$ cat config.mk
export PLATFORM = sky130hd
export DESIGN_NAME = intx_gate
export DESIGN_NICKNAME = d
export VERILOG_FILES = /design/src/rtl/intx_gate_pkg.sv /design/src/rtl/intx_cmd_reg.sv /design/src/rtl/intx_pin_track.sv /design/src/rtl/intx_line_ctr.sv /design/src/rtl/intx_gate.sv
export SDC_FILE = /design/constraint.sdc
export NUM_CORES = 1
export LEC_CHECK = 0
export ABC_CLOCK_PERIOD_IN_PS = 2800
export BUFFER_PORTS_ARGS = -buffer_cell sky130_fd_sc_hd__buf_2
export CAP_MARGIN = 20
export CORE_MARGIN = 4
export CORE_UTILIZATION = 35
export DETAILED_ROUTE_END_ITERATION = 8
export GPL_TIMING_DRIVEN = 1
export PLACE_DENSITY = 0.68
export REMOVE_ABC_BUFFERS = 1
export SKIP_CTS_REPAIR_TIMING = 1
export SKIP_LAST_GASP = 1
export SLEW_MARGIN = 20
export SYNTH_ARGS = -nofsm -noshare
export SYNTH_HDL_FRONTEND = slang
export SYNTH_SLANG_ARGS = --single-unit
$ cat constraint.sdc
create_clock -name clk -period 2.8 [get_ports clk]
set_input_delay 0.28 -clock clk [delete_from_list [all_inputs] [get_ports clk]]
set_output_delay 0.28 -clock clk [all_outputs]
set_load 0.02 [all_outputs]
$ cat src/rtl/intx_gate_pkg.sv
package intx_gate_pkg;

    localparam int NUM_PINS = 4;

    // Shared line reached by a pin for a given device number.
    function automatic int line_of(input int pin, input int dev);
        return (pin + dev) % NUM_PINS;
    endfunction

    // Bit set of pins routed onto one line.
    function automatic logic [NUM_PINS-1:0] pins_on_line(input int line, input int dev);
        logic [NUM_PINS-1:0] m;
        m = '0;
        for (int p = 0; p < NUM_PINS; p++) begin
            if (line_of(p, dev) == line) m[p] = 1'b1;
        end
        return m;
    endfunction

endpackage

$ cat src/rtl/intx_cmd_reg.sv
module intx_cmd_reg #(
    parameter int          CMD_W   = 16,
    parameter logic [15:0] WMASK   = 16'h0407,
    parameter int          DIS_BIT = 10
) (
    input  logic             clk,
    input  logic             rst_n,
    input  logic             we,
    input  logic [CMD_W-1:0] wdata,
    output logic [CMD_W-1:0] cmd_q,
    output logic             dis_next,
    output logic             dis_flip
);

    typedef struct packed {
        logic [CMD_W-1:0] cmd;
    } cmd_state_t;

    cmd_state_t st_d, st_q;

    always_comb begin
        st_d = st_q;
        if (we) st_d.cmd = wdata & CMD_W'(WMASK);
        dis_next = st_d.cmd[DIS_BIT];
        dis_flip = st_d.cmd[DIS_BIT] ^ st_q.cmd[DIS_BIT];
    end

    always_ff @(posedge clk) begin
        if (!rst_n) st_q <= '0;
        else        st_q <= st_d;
    end

    assign cmd_q = st_q.cmd;

    AST_CMD_MASKED: assert property (@(posedge clk) disable iff (!rst_n)
        (cmd_q & ~CMD_W'(WMASK)) == '0);
    AST_CMD_HOLD: assert property (@(posedge clk) disable iff (!rst_n)
        !we |=> $stable(cmd_q));

endmodule

$ cat src/rtl/intx_pin_track.sv
module intx_pin_track #(
    parameter int N = 4
) (
    input  logic         clk,
    input  logic         rst_n,
    input  logic [N-1:0] pin_in,
    output logic [N-1:0] pin_q,
    output logic [N-1:0] rise,
    output logic [N-1:0] fall,
    output logic         any_q
);

    typedef struct packed {
        logic [N-1:0] pins;
    } pin_state_t;

    pin_state_t st_d, st_q;

    always_comb begin
        st_d.pins = pin_in;
        rise      = pin_in & ~st_q.pins;
        fall      = ~pin_in & st_q.pins;
    end

    always_ff @(posedge clk) begin
        if (!rst_n) st_q <= '0;
        else        st_q <= st_d;
    end

    assign pin_q = st_q.pins;
    assign any_q = |st_q.pins;

    AST_PIN_FOLLOW: assert property (@(posedge clk) disable iff (!rst_n)
        1'b1 |=> pin_q == $past(pin_in));
    AST_EDGE_EXCLUSIVE: assert property (@(posedge clk) disable iff (!rst_n)
        (rise & fall) == '0);

endmodule

$ cat src/rtl/intx_line_ctr.sv
module intx_line_ctr
    import intx_gate_pkg::*;
#(
    parameter int N       = 4,
    parameter int CNT_W   = 3,
    parameter int DEV_NUM = 0
) (
    input  logic           clk,
    input  logic           rst_n,
    input  logic [N-1:0]   pin_q,
    input  logic [N-1:0]   rise,
    input  logic [N-1:0]   fall,
    input  logic           dis_next,
    input  logic           dis_flip,
    output logic [N*CNT_W-1:0] cnt_flat,
    output logic [N-1:0]   line_on
);

    typedef struct packed {
        logic [N-1:0][CNT_W-1:0] cnt;
    } ctr_state_t;

    ctr_state_t st_d, st_q;
    logic [N-1:0][CNT_W-1:0] delta;

    always_comb begin
        delta = '0;
        for (int p = 0; p < N; p++) begin
            // Command update first: withdraw or restore held pins.
            if (dis_flip && pin_q[p]) begin
                if (dis_next) delta[line_of(p, DEV_NUM)] = delta[line_of(p, DEV_NUM)] - CNT_W'(1);
                else          delta[line_of(p, DEV_NUM)] = delta[line_of(p, DEV_NUM)] + CNT_W'(1);
            end
            // Pin change second, under the new disable bit.
            if (!dis_next) begin
                if (rise[p]) delta[line_of(p, DEV_NUM)] = delta[line_of(p, DEV_NUM)] + CNT_W'(1);
                if (fall[p]) delta[line_of(p, DEV_NUM)] = delta[line_of(p, DEV_NUM)] - CNT_W'(1);
            end
        end
        st_d = st_q;
        for (int l = 0; l < N; l++) begin
            st_d.cnt[l] = st_q.cnt[l] + delta[l];
        end
    end

    always_ff @(posedge clk) begin
        if (!rst_n) st_q <= '0;
        else        st_q <= st_d;
    end

    for (genvar g = 0; g < N; g++) begin : g_line
        assign cnt_flat[g*CNT_W +: CNT_W] = st_q.cnt[g];
        assign line_on[g]                 = |st_q.cnt[g];

        AST_NO_OVERFLOW: assert property (@(posedge clk) disable iff (!rst_n)
            int'(st_q.cnt[g]) <= N);
    end

    AST_QUIET_HOLD: assert property (@(posedge clk) disable iff (!rst_n)
        (rise == '0 && fall == '0 && !dis_flip) |=> $stable(cnt_flat));
    AST_DISABLED_FROZEN: assert property (@(posedge clk) disable iff (!rst_n)
        (dis_next && !dis_flip) |=> $stable(cnt_flat));

endmodule

$ cat src/rtl/intx_gate.sv
module intx_gate
    import intx_gate_pkg::*;
#(
    parameter int          DEV_NUM   = 0,
    parameter int          CNT_W     = 3,
    parameter logic [15:0] CMD_WMASK = 16'h0407,
    parameter int          DIS_BIT   = 10,
    parameter int          STAT_BIT  = 3
) (
    input  logic        clk,
    input  logic        rst_n,
    input  logic [3:0]  pin_in,
    input  logic        cmd_we,
    input  logic [15:0] cmd_wdata,
    output logic [15:0] cmd_word,
    output logic [15:0] status_word,
    output logic [3:0]  line_assert,
    output logic [11:0] line_count
);

    localparam int N = NUM_PINS;

    logic [N-1:0] pin_q, rise, fall;
    logic         any_q, dis_next, dis_flip;
    logic [N*CNT_W-1:0] cnt_flat;

    intx_cmd_reg #(.CMD_W(16), .WMASK(CMD_WMASK), .DIS_BIT(DIS_BIT)) u_cmd (
        .clk(clk), .rst_n(rst_n), .we(cmd_we), .wdata(cmd_wdata),
        .cmd_q(cmd_word), .dis_next(dis_next), .dis_flip(dis_flip)
    );

    intx_pin_track #(.N(N)) u_pins (
        .clk(clk), .rst_n(rst_n), .pin_in(pin_in),
        .pin_q(pin_q), .rise(rise), .fall(fall), .any_q(any_q)
    );

    intx_line_ctr #(.N(N), .CNT_W(CNT_W), .DEV_NUM(DEV_NUM)) u_ctr (
        .clk(clk), .rst_n(rst_n), .pin_q(pin_q), .rise(rise), .fall(fall),
        .dis_next(dis_next), .dis_flip(dis_flip),
        .cnt_flat(cnt_flat), .line_on(line_assert)
    );

    always_comb begin
        status_word           = '0;
        status_word[STAT_BIT] = any_q;
    end

    assign line_count = 12'(cnt_flat);

    for (genvar g = 0; g < N; g++) begin : g_chk
        localparam logic [N-1:0] LMASK = pins_on_line(g, DEV_NUM);
        AST_LINE_MATCH: assert property (@(posedge clk) disable iff (!rst_n)
            int'(cnt_flat[g*CNT_W +: CNT_W]) ==
            (cmd_word[DIS_BIT] ? 0 : $countones(pin_q & LMASK)));
    end

    AST_DISABLED_QUIET: assert property (@(posedge clk) disable iff (!rst_n)
        cmd_word[DIS_BIT] |-> line_assert == '0);

endmodule

Yosys cells after proc, flatten, opt, wreduce, memory -nomap -nowiden
Index checks and enable logic that the tools add are counted.
{"block": "totals", "ff_bits": 20, "latch_bits": 0, "ramBits": 0, "rom_bits": 0, "inputBits": 23, "output_inout_bits": 48, "elab_cells": 55, "memories": 0}
{"block": "classes", "n_addsub": 12, "mul": 0, "div": 0, "order_cmp": 0, "eq_ne": 0, "n_shift": 0, "mux": 22, "bitwise": 5, "reduce_logical": 9}
{"operator": "2-to-1 mux 3 bit", "count": 21}
{"operator": "adder 3 x 1 -> 3 bit (second input constant)", "count": 4}
{"operator": "adder 3 bit", "count": 4}
{"operator": "OR reduction 3 bit", "count": 4}
{"operator": "subtractor 3 x 1 -> 3 bit (second input constant)", "count": 4}
{"operator": "2-to-1 mux 11 bit", "count": 1}
{"operator": "AND 4 bit", "count": 2}
{"operator": "inverter 4 bit", "count": 2}
{"operator": "logical AND 1 bit", "count": 4}
{"operator": "OR reduction 4 bit", "count": 1}
{"operator": "bitwise XOR 1 bit", "count": 1}

Depth between registers and ports, before layout
Gate-level depths: netlist of run 1.
{"block": "depth", "word_depth": 11, "mapped_depth": 10, "mapped_depth_nobuf": 9}

Modules after synthesis
Synthesis of run 1 repeated with hierarchy kept, for this count alone.
{"block": "hier_totals", "cells_unflattened": 155, "hier_area_um2": 1361.3}
{"module": "intx_line_ctr", "n_inst": 1, "cells_each": 93, "area_each_um2": 799.5}
{"module": "intx_cmd_reg", "n_inst": 1, "cells_each": 28, "area_each_um2": 274.0}
{"module": "intx_pin_track", "n_inst": 1, "cells_each": 17, "area_each_um2": 163.9}
{"module": "intx_gate", "n_inst": 1, "cells_each": 17, "area_each_um2": 123.9}

Worst setup path before layout of run 1
No wires, ideal clock.
{"block": "synth_path", "path_type": "reg-to-reg", "start": "register u_cmd.st_q, in the netlist u_cmd.cmd_q[10]", "end": "register u_ctr.st_q, in the netlist u_ctr.cnt_flat[5]", "setup_time_ns": 0.070, "t_arrival_ns": 2.023, "required_ns": 2.730, "setup_slack_ns": 0.706, "path_stages_with_launch": 9, "cell_sequence": "dfxtp_1 or4b_1 o211ai_1 ha_1 inv_1 fa_1 xor2_1 a211oi_1 o21bai_1"}
{"block": "synth_between", "elab_chain_len": 11, "elab_cells_between_ends": 12, "cone_classes": "add/sub (3); mux (7); bitwise (1); reduce/logical (1)"}
{"item": "start, declared", "line_no": "intx_cmd_reg.sv:19", "source": "cmd_state_t st_d, st_q;"}
{"item": "start signal, assigned", "line_no": "intx_cmd_reg.sv:30", "source": "else st_q <= st_d;"}
{"item": "2-to-1 mux 11 bit", "line_no": "intx_cmd_reg.sv:23", "source": "if (we) st_d.cmd = wdata & CMD_W'(WMASK);"}
{"item": "bitwise XOR 1 bit", "line_no": "intx_cmd_reg.sv:25", "source": "dis_flip = st_d.cmd[DIS_BIT] ^ st_q.cmd[DIS_BIT];"}
{"item": "logical AND 1 bit", "line_no": "intx_line_ctr.sv:30", "source": "if (dis_flip && pin_q[p]) begin"}
{"item": "2-to-1 mux 3 bit", "line_no": "intx_line_ctr.sv:30"}
{"item": "adder 3 x 1 -> 3 bit", "line_no": "intx_line_ctr.sv:36", "source": "if (rise[p]) delta[line_of(p, DEV_NUM)] = delta[line_of(p, DEV_NUM)] + CNT_W'(1);"}
{"item": "2-to-1 mux 3 bit", "line_no": "intx_line_ctr.sv:36"}
{"item": "2-to-1 mux 3 bit", "line_no": "intx_line_ctr.sv:35", "source": "if (!dis_next) begin"}
{"item": "subtractor 3 x 1 -> 3 bit", "line_no": "intx_line_ctr.sv:37", "source": "if (fall[p]) delta[line_of(p, DEV_NUM)] = delta[line_of(p, DEV_NUM)] - CNT_W'(1);"}
{"item": "2-to-1 mux 3 bit", "line_no": "intx_line_ctr.sv:37"}
{"item": "2-to-1 mux 3 bit *", "line_no": "intx_line_ctr.sv:35"}
{"item": "adder 3 bit *", "line_no": "intx_line_ctr.sv:42", "source": "st_d.cnt[l] = st_q.cnt[l] + delta[l];"}
{"item": "end signal, assigned", "line_no": "intx_line_ctr.sv:48", "source": "else st_q <= st_d;"}
{"item": "end, declared", "line_no": "intx_line_ctr.sv:23", "source": "ctr_state_t st_d, st_q;"}
Mark *: on every way between the ends. The rest lies on a longest branch, timed or not. The select of a mux whose other input is x is not followed.
A chain may end at the register's enable or synchronous reset.

Final worst setup path of run 1
{"block": "layout_path", "start": "register u_cmd.st_q, in the netlist u_cmd.cmd_q[10]", "end": "register u_ctr.st_q, in the netlist u_ctr.cnt_flat[2]"}
Same word-level chain as after synthesis.

==> results.md, run 1 <==
- DIE WIDTH: 67.6 um
- Synth Warn #: 0
- Post-route setup TNS: 0 ns
- Tmin final: between 2 and 2.5 ns
- Hold Crit Class: in2reg
- Count of unique library cells instantiated by Yosys: 30
- Synthesis-stage register bit count: 20
- Reg clk slew, reported paths: 0.12 ns
- Bufs and invs on worst path: 1
- Routed wire per std cell: 10.1 um
- Pwr dens: 555 nW/um^2
- Final setup fails: 0
- Die footprint: 4570 um^2
- Total power: 0.755 mW
- Initial core utilization: 36.7%
- Final Cycle Share: 77.2%
- GRT Residual Overflow: 0
- Clk sinks: 20
- CORE AREA: between 3000 and 4000 um^2
- CTS tree: yes
- Total CTS buffers: 3
- Critical Path Max Stage Delay: 0.50 ns
- Crit-path max FO: 10
- FMAX: about 460 MHz
- Synthesized cell area: 1240 um^2
- CTS Root Cell: clkbuf_4
- HPWL Detailed: around 1700 um
- Max-Cap Viols: 0
- Clock network power share: 22.8%
- Logic gate share of total power: 32.4%
- Nets: 196
- Rows: 21
- Hold slack final: 0.200 ns
- Routability Congestion: 0.709
- Worst Setup Start Kind: flop
- Post-Syn Instances: 134
- WL final: ~2100 um
- Slew Limit Fails: 0
- Global-route wire length before repair: 3420 um
- Psw: between 0.2 and 0.3 mW
- Syn Area/Cell: slightly above 9 um^2
- Buffers added on ports: 31
- RSZ-0062 raised after global routing: no
- Worst endpoint data arrival time: 2.41 ns
- Area grow syn2layout: 9.37%
- Worst path slowest cell: or4b_1
- Vias per inst: 4.27
- Maximum vdd ir drop: approximately 0.30 mV
- CP delay by family, top: adder cells
- Layout cells sized above 1: 23.2%
- Antenna violations before repair: 0
- Routed vias: 896
- Htree depth: 1
- Largest net degree at the start of global routing: 14
- Skew-Pair Late Insertion Delay: approximately 0.31 ns
- Worst Path Required: 3.04 ns
- WS Path Type: reg2reg
- Die Span Y: 67.6 um
- CP Cell Sequence: or4b_1 -> o211ai_1 -> ha_1 -> inv_1 -> fa_1 -> xor2_1 -> a211oi_1 -> o21bai_1
- Crit path capture type: flop
- Vias in the first global route: 800
- Cell-internal power: 0.481 mW
- P_leak: 0.682 nW
- Sequential share of power: 44.8%
- DRC viols: 0
- Ant diodes: 0
- GRT Resource Usage Total: approximately 10%
- Maximum root-to-sink buffer count: 2
- Num ports: 71
- Switching Fraction: 36.3%
- Clock skew: around 0.0068 ns
- Fin util: about two fifths
- Final hold violations: 0
- Initial DRT Pass Iterations: 2
- Sequential fraction of the synthesis area: 32.2%
- DRT iter0 DRCs: 14
- Routed Antenna Nets: 0
- Status: complete, no violations
-- power groups by stage --
stage	Clock [mW]	Sequential [mW]	Combinational, mW
after floorplan	0	0.375	0.144
after global placement	0	0.344	0.244
after detailed placement	0	0.345	0.248
after CTS	0.182	0.339	0.248
after global routing	0.192	0.343	0.275
final	0.172	0.338	0.244
-- Yosys cell counts (all sizes together) --
library cell / n / area share [%]
a211oi: 3 / 2.2
a21bo: 4 / 3.2
a21oi: 2 / 0.81
and2: 10 / 5.0
and2b: 1 / 0.71
buf: 30 / 18
clkbuf: 1 / 0.30
clkinv: 1 / 0.30
conb: 1 / 0.30
dfxtp: 20 / 32
fa: 4 / 6.4
ha: 4 / 4.0
inv: 6 / 1.8
mux2i: 4 / 3.2
nand2: 10 / 3.0
nand3: 1 / 0.40
nor2: 7 / 2.1
nor2b: 4 / 2.0
nor3b: 1 / 1.0
nor4b: 1 / 0.71
o211ai: 3 / 1.8
o21ai: 1 / 0.40
o21bai: 3 / 1.8
or3: 4 / 2.0
or4: 1 / 0.60
or4b: 3 / 2.4
xor2: 4 / 2.8
-- final timing paths --
| check | from | endpoint | slack, ns | depth (start not counted) |
|---|---|---|---|---|
| max reg2reg | u_cmd.cmd_q[10] | u_ctr.cnt_flat[2] | 0.64 | 8 |
| max | u_cmd.cmd_q[10] | u_ctr.cnt_flat[2] | 0.64 | 8 |
| min reg2reg | u_cmd.cmd_q[2] | u_cmd.cmd_q[2] | 0.51 | 2 |
| min | cmd_wdata[0] | u_cmd.cmd_q[0] | 0.20 | 3 |
-- registers in the layout (all words and copies together), names as in the netlist --
register and cells:
u_pins.pin_q 4, u_ctr.cnt_flat 12, u_cmd.cmd_q 4
-- worst min-delay path, stage by stage --
cell	delay, ns
buf_2	0.07
mux2i_1	0.06
nor2_1	0.07
-- cells in the final DEF, fill, tap and decap left out, types with 2 or more instances in the layout --
cell	netlist	layout
a211oi_1	2	2
a21bo_1	4	4
a21oi_1	2	2
and2_1	10	10
buf_2	1	31
clkbuf_4	0	3
conb_1	1	27
dfxtp_1	20	20
fa_1	4	4
ha_1	4	4
inv_1	6	6
mux2i_1	4	4
nand2_1	10	10
nor2_1	7	7
nor2b_1	4	4
o211ai_1	3	3
o21bai_1	3	3
or3_1	4	4
or4b_1	3	3
xor2_1	4	4
-- cells by family after synthesis --
group                      count (synthesis)  share of synthesized area (%)
other                                      1                          0.302
and+or+nand+nor                           43                           20.0
DFF                                       20                           32.2
xor gates and xnor gates                   4                           2.82
muxes                                      4                           3.22
adders and majority gates                  8                           10.5
AOI/OAI and AO/OA                         16                           10.3
buffers and inverters                     38                           20.6
-- stage by stage --
| stage | area, um^2 | setup slack [ns] | std cells |
|---|---|---|---|
| final | 1360 | 0.638 | 210 |
| after global routing | 1360 | 0.490 | 210 |
| after CTS | 1360 | 0.633 | 210 |
| after detailed placement | 1320 | 0.533 | 206 |
| after global placement | 1320 | 0.552 | 206 |
| after floorplan | 1110 | 0.705 | 129 |
-- layout make-up --
class,instances,area [um^2]
timing repair buffer,31,155
inverter,7,26.3
clock buffer,4,36.3
multi-input combinational,102,683
tap,46,57.6
fill,370,2030
sequential,20,400
-- metal layers --
| layer | track usage [%] | wire [um] | vias to the layer above |
|---|---|---|---|
| li1 | - | - | 454 |
| met2 | 17.0 | 1020 | 36 |
| met4 | 2.28 | 10 | 0 |
| met3 | 3.99 | 197 | 3 |
| met5 | 0 | 0 | - |
| met1 | 11.3 | 895 | 403 |
No activity file was read; power rests on OpenSTA's default activity.
==> run 2: changes to the inputs <==
- ABC_AREA: unset -> 1
- ABC_CLOCK_PERIOD_IN_PS: 2800 -> 1950
- PLACE_DENSITY: 0.68 -> 0.71
- clock period: 2.8 -> 1.95 ns (I/O delays scaled with it)
==> run 2 against run 1 <==
Compared with the run above: routed wire length decreased by 1.1%; critical endpoint unchanged; die area fell by 0.53%; core utilization grew 2.1 points; first-iteration DRC count up 21%; clock skew fell by 0.0031 ns.
==> results.md, run 2 <==
- Status: complete, no violations (unchanged)
- Hold slack final: 0.103 ns (was 0.200 ns)
- R2R depth: 11 (was 8)
- RSZ-0062 raised after global routing: yes (was no)
- Sequential fraction of the synthesis area: 32.4% (was 32.2%)
- Ant diodes: 0 (unchanged)
- EDFF count, synth: 0 (unchanged)
- Post-Syn Instances: 161 (was 134)
- Vias in the first global route: 776 (was 800)
- Worst Path Required: 2.15 ns (was 3.04 ns)
- Routed Antenna Nets: 0 (unchanged)
- Max-Cap Viols: 0 (unchanged)
- Area contributors post-synth: dfxtp_1, buf_4, nand2_1 (was dfxtp_1, buf_4, fa_1)
- Die footprint: 4540 um^2 (was 4570 um^2)
- WS Path Type: reg2reg (unchanged)
- DRC viols: 0 (unchanged)
- Slew Limit Fails: 0 (unchanged)
- DIE WIDTH: 67.4 um (was 67.6 um)
- Layout cells sized above 1: 28.7% (was 23.2%)
- Clk sinks: 20 (unchanged)
- Setup WS post-layout: 0.151 ns (was 0.638 ns)
- Largest net degree at the start of global routing: 18 (was 14)
- Synth Warn #: 0 (unchanged)
- Syn Area/Cell: 7.67 um^2 (was 9.27 um^2)
- HPWL Detailed: 1700 um (was 1680 um)
- Most instantiated cells after synthesis: buf_4, nand2_1, inv_1 (was buf_4, dfxtp_1, and2_1, nand2_1, nor2_1)
- Htree depth: 1 (unchanged)
- P_leak: 0.819 nW (was 0.682 nW)
- Num ports: 71 (unchanged)
- WL final: 2100 um (was 2130 um)
- CP delay by family, top: simple AND/OR/NAND/NOR gates (was adder cells)
- Die Span Y: 67.4 um (was 67.6 um)
- GRT Residual Overflow: 0 (unchanged)
- Tmin final: 1.80 ns (was 2.16 ns)
- Asr flop ratio synth: 0% (unchanged)
- FMAX: 556 MHz (was 462 MHz)
- Top cell type's share of synthesized area: 32.4% (was 32.2%)
- Global-route wire length before repair: 3230 um (was 3420 um)
- Maximum vdd ir drop: 0.251 mV (was 0.298 mV)
- Synthesis-stage register bit count: 20 (unchanged)
- Crit path capture type: flop (unchanged)
- GRT Resource Usage Total: 9.38% (was 9.85%)
- Max reg flops: 12 (unchanged)
- Vias per inst: 3.88 (was 4.27)
- Most frequent cells in the layout: buf_2, nand2_1, inv_1, conb_1, dfxtp_1 (was buf_2, conb_1, dfxtp_1, nand2_1, and2_1)
- Crit-path max FO: 6 (was 10)
- Pwr dens: 782 nW/um^2 (was 555 nW/um^2)
- Uppermost layer routed: met4 (unchanged)
- Count of unique library cells instantiated by Yosys: 20 (was 30)
- Routed length on met3: 211 um (was 197 um)
- CTS Root Cell: clkbuf_4 (unchanged)
- DRT iter0 DRCs: 17 (was 14)
- Most common cell after layout, fill and taps aside: buf_2 (unchanged)
- Antenna violations before repair: 0 (unchanged)
- Fin util: 42.2% (was 40.1%)
- Placement Cell Area: 1350 um^2 (was 1320 um^2)
- Worst path slowest cell: dfxtp_4 (was or4b_1)
- Reg clk slew, reported paths: 0.11 ns (was 0.12 ns)
- CP Cell Sequence: nor2_1 -> xnor2_2 -> ha_1 -> inv_1 -> fa_1 -> inv_1 -> nand2_1 -> nand2_2 -> nand3_2 -> nand2_1 -> nor2_1 (was or4b_1 -> o211ai_1 -> ha_1 -> inv_1 -> fa_1 -> xor2_1 -> a211oi_1 -> o21bai_1)
- Routed vias: 934 (was 896)
- CTS tree: yes (unchanged)
- Total power: 1.11 mW (was 0.755 mW)
- DP Worst Slack: 0.0306 ns (was 0.533 ns)
- Fillers: 375 (was 370)
- Worst Setup Start Kind: flop (unchanged)
- Cell taking the most area after synthesis: dfxtp_1 (unchanged)
- Final Instance Count excl. Fillers: 241 (was 210)
- Bufs and invs on worst path: 2 (was 1)
- Met2 WL: 956 um (was 1020 um)
- Post-route setup TNS: 0 ns (unchanged)
- Worst endpoint data arrival time: 2.00 ns (was 2.41 ns)
- Skew-Pair Late Insertion Delay: 0.29 ns (was 0.31 ns)
- Critical Path Stages: 11 (was 8)
- Routed wire per std cell: 8.72 um (was 10.1 um)
- Clock skew: 0.00368 ns (was 0.00677 ns)
- Nets: 228 (was 196)
- Dpl cells: 238 (was 206)
- Hold-critical path depth: 3 (unchanged)
- Finished Cell Area: 1420 um^2 (was 1360 um^2)
- Buffers added on ports: 31 (unchanged)
- Initial core utilization: 36.7% (about the same)
- Final Cycle Share: 92.3% (was 77.2%)
- Final hold violations: 0 (unchanged)
- Routability Congestion: 0.679 (was 0.709)
- Area grow syn2layout: 14.9% (was 9.37%)
- Met1 Wirelength: 925 um (was 895 um)
- Critical Path Max Stage Delay: 0.40 ns (was 0.50 ns)
- Maximum root-to-sink buffer count: 2 (unchanged)
- Leading register cell type out of synthesis: dfxtp_1 (unchanged)
- Initial DRT Pass Iterations: 3 (was 2)
- Rows: 21 (unchanged)
- Final setup fails: 0 (unchanged)
- Total CTS buffers: 3 (unchanged)
- Synthesized cell area: 1230 um^2 (was 1240 um^2)
- CORE AREA: 3360 um^2 (was 3390 um^2)
- Hold Crit Class: in2reg (unchanged)
==> run 2: cell families (layout without fill, tap and decap cells) <==
logic type	after synthesis	in the layout	share of synthesized area (%)
AND/OR/NAND/NOR	62	62	23.8
buffers and inverters	58	66	26.5
flip-flops	20	20	32.4
adder cells (fa/ha/maj)	8	8	10.5
AO/OA/AOI/OAI	7	7	2.84
XOR/XNOR	5	5	3.55
other	1	27	0.304
==> run 2: area by class of cell <==
class | instances | area [um^2] | share of cell area, %
Sequential cell | 20 | 404 | 28.5
Timing Repair Buffer | 35 | 185 | 13.1
Clock buffer | 3 | 22.5 | 1.59
Multi-Input combinational cell | 109 | 644 | 45.4
Tap cell | 46 | 57.6 | 4.06
Inverter | 28 | 105 | 7.41
==> run 2: where the power goes <==
group	switching [mW]	internal (mW)
clock network	0.121	0.0718
registers	0.0346	0.458
logic	0.280	0.144
==> run 2: final timing paths <==
path	startpoint	end	slack (ns)
hold reg to reg	u_cmd.cmd_q[1]	u_cmd.cmd_q[1]	0.51
hold / removal	pin_in[1]	u_pins.pin_q[1]	0.10
setup / recovery	u_cmd.cmd_q[10]	u_ctr.cnt_flat[2]	0.15
setup reg to reg	u_cmd.cmd_q[10]	u_ctr.cnt_flat[2]	0.15
==> run 2: per-layer routing <==
metal | vias to the layer above | global-route usage [%]
li1 | 487 | -
met1 | 411 | 12.3
met2 | 34 | 15.0
met3 | 2 | 2.50
met4 | 0 | 3.04
met5 | - | 0
==> run 2: worst reg2reg max path: stages (launching register included) <==
cell     delay (ns)
dfxtp_4        0.40
nor2_1         0.23
xnor2_2        0.15
ha_1           0.16
inv_1          0.05
fa_1           0.37
inv_1          0.06
nand2_1        0.06
nand2_2        0.08
nand3_2        0.07
nand2_1        0.05
nor2_1         0.04
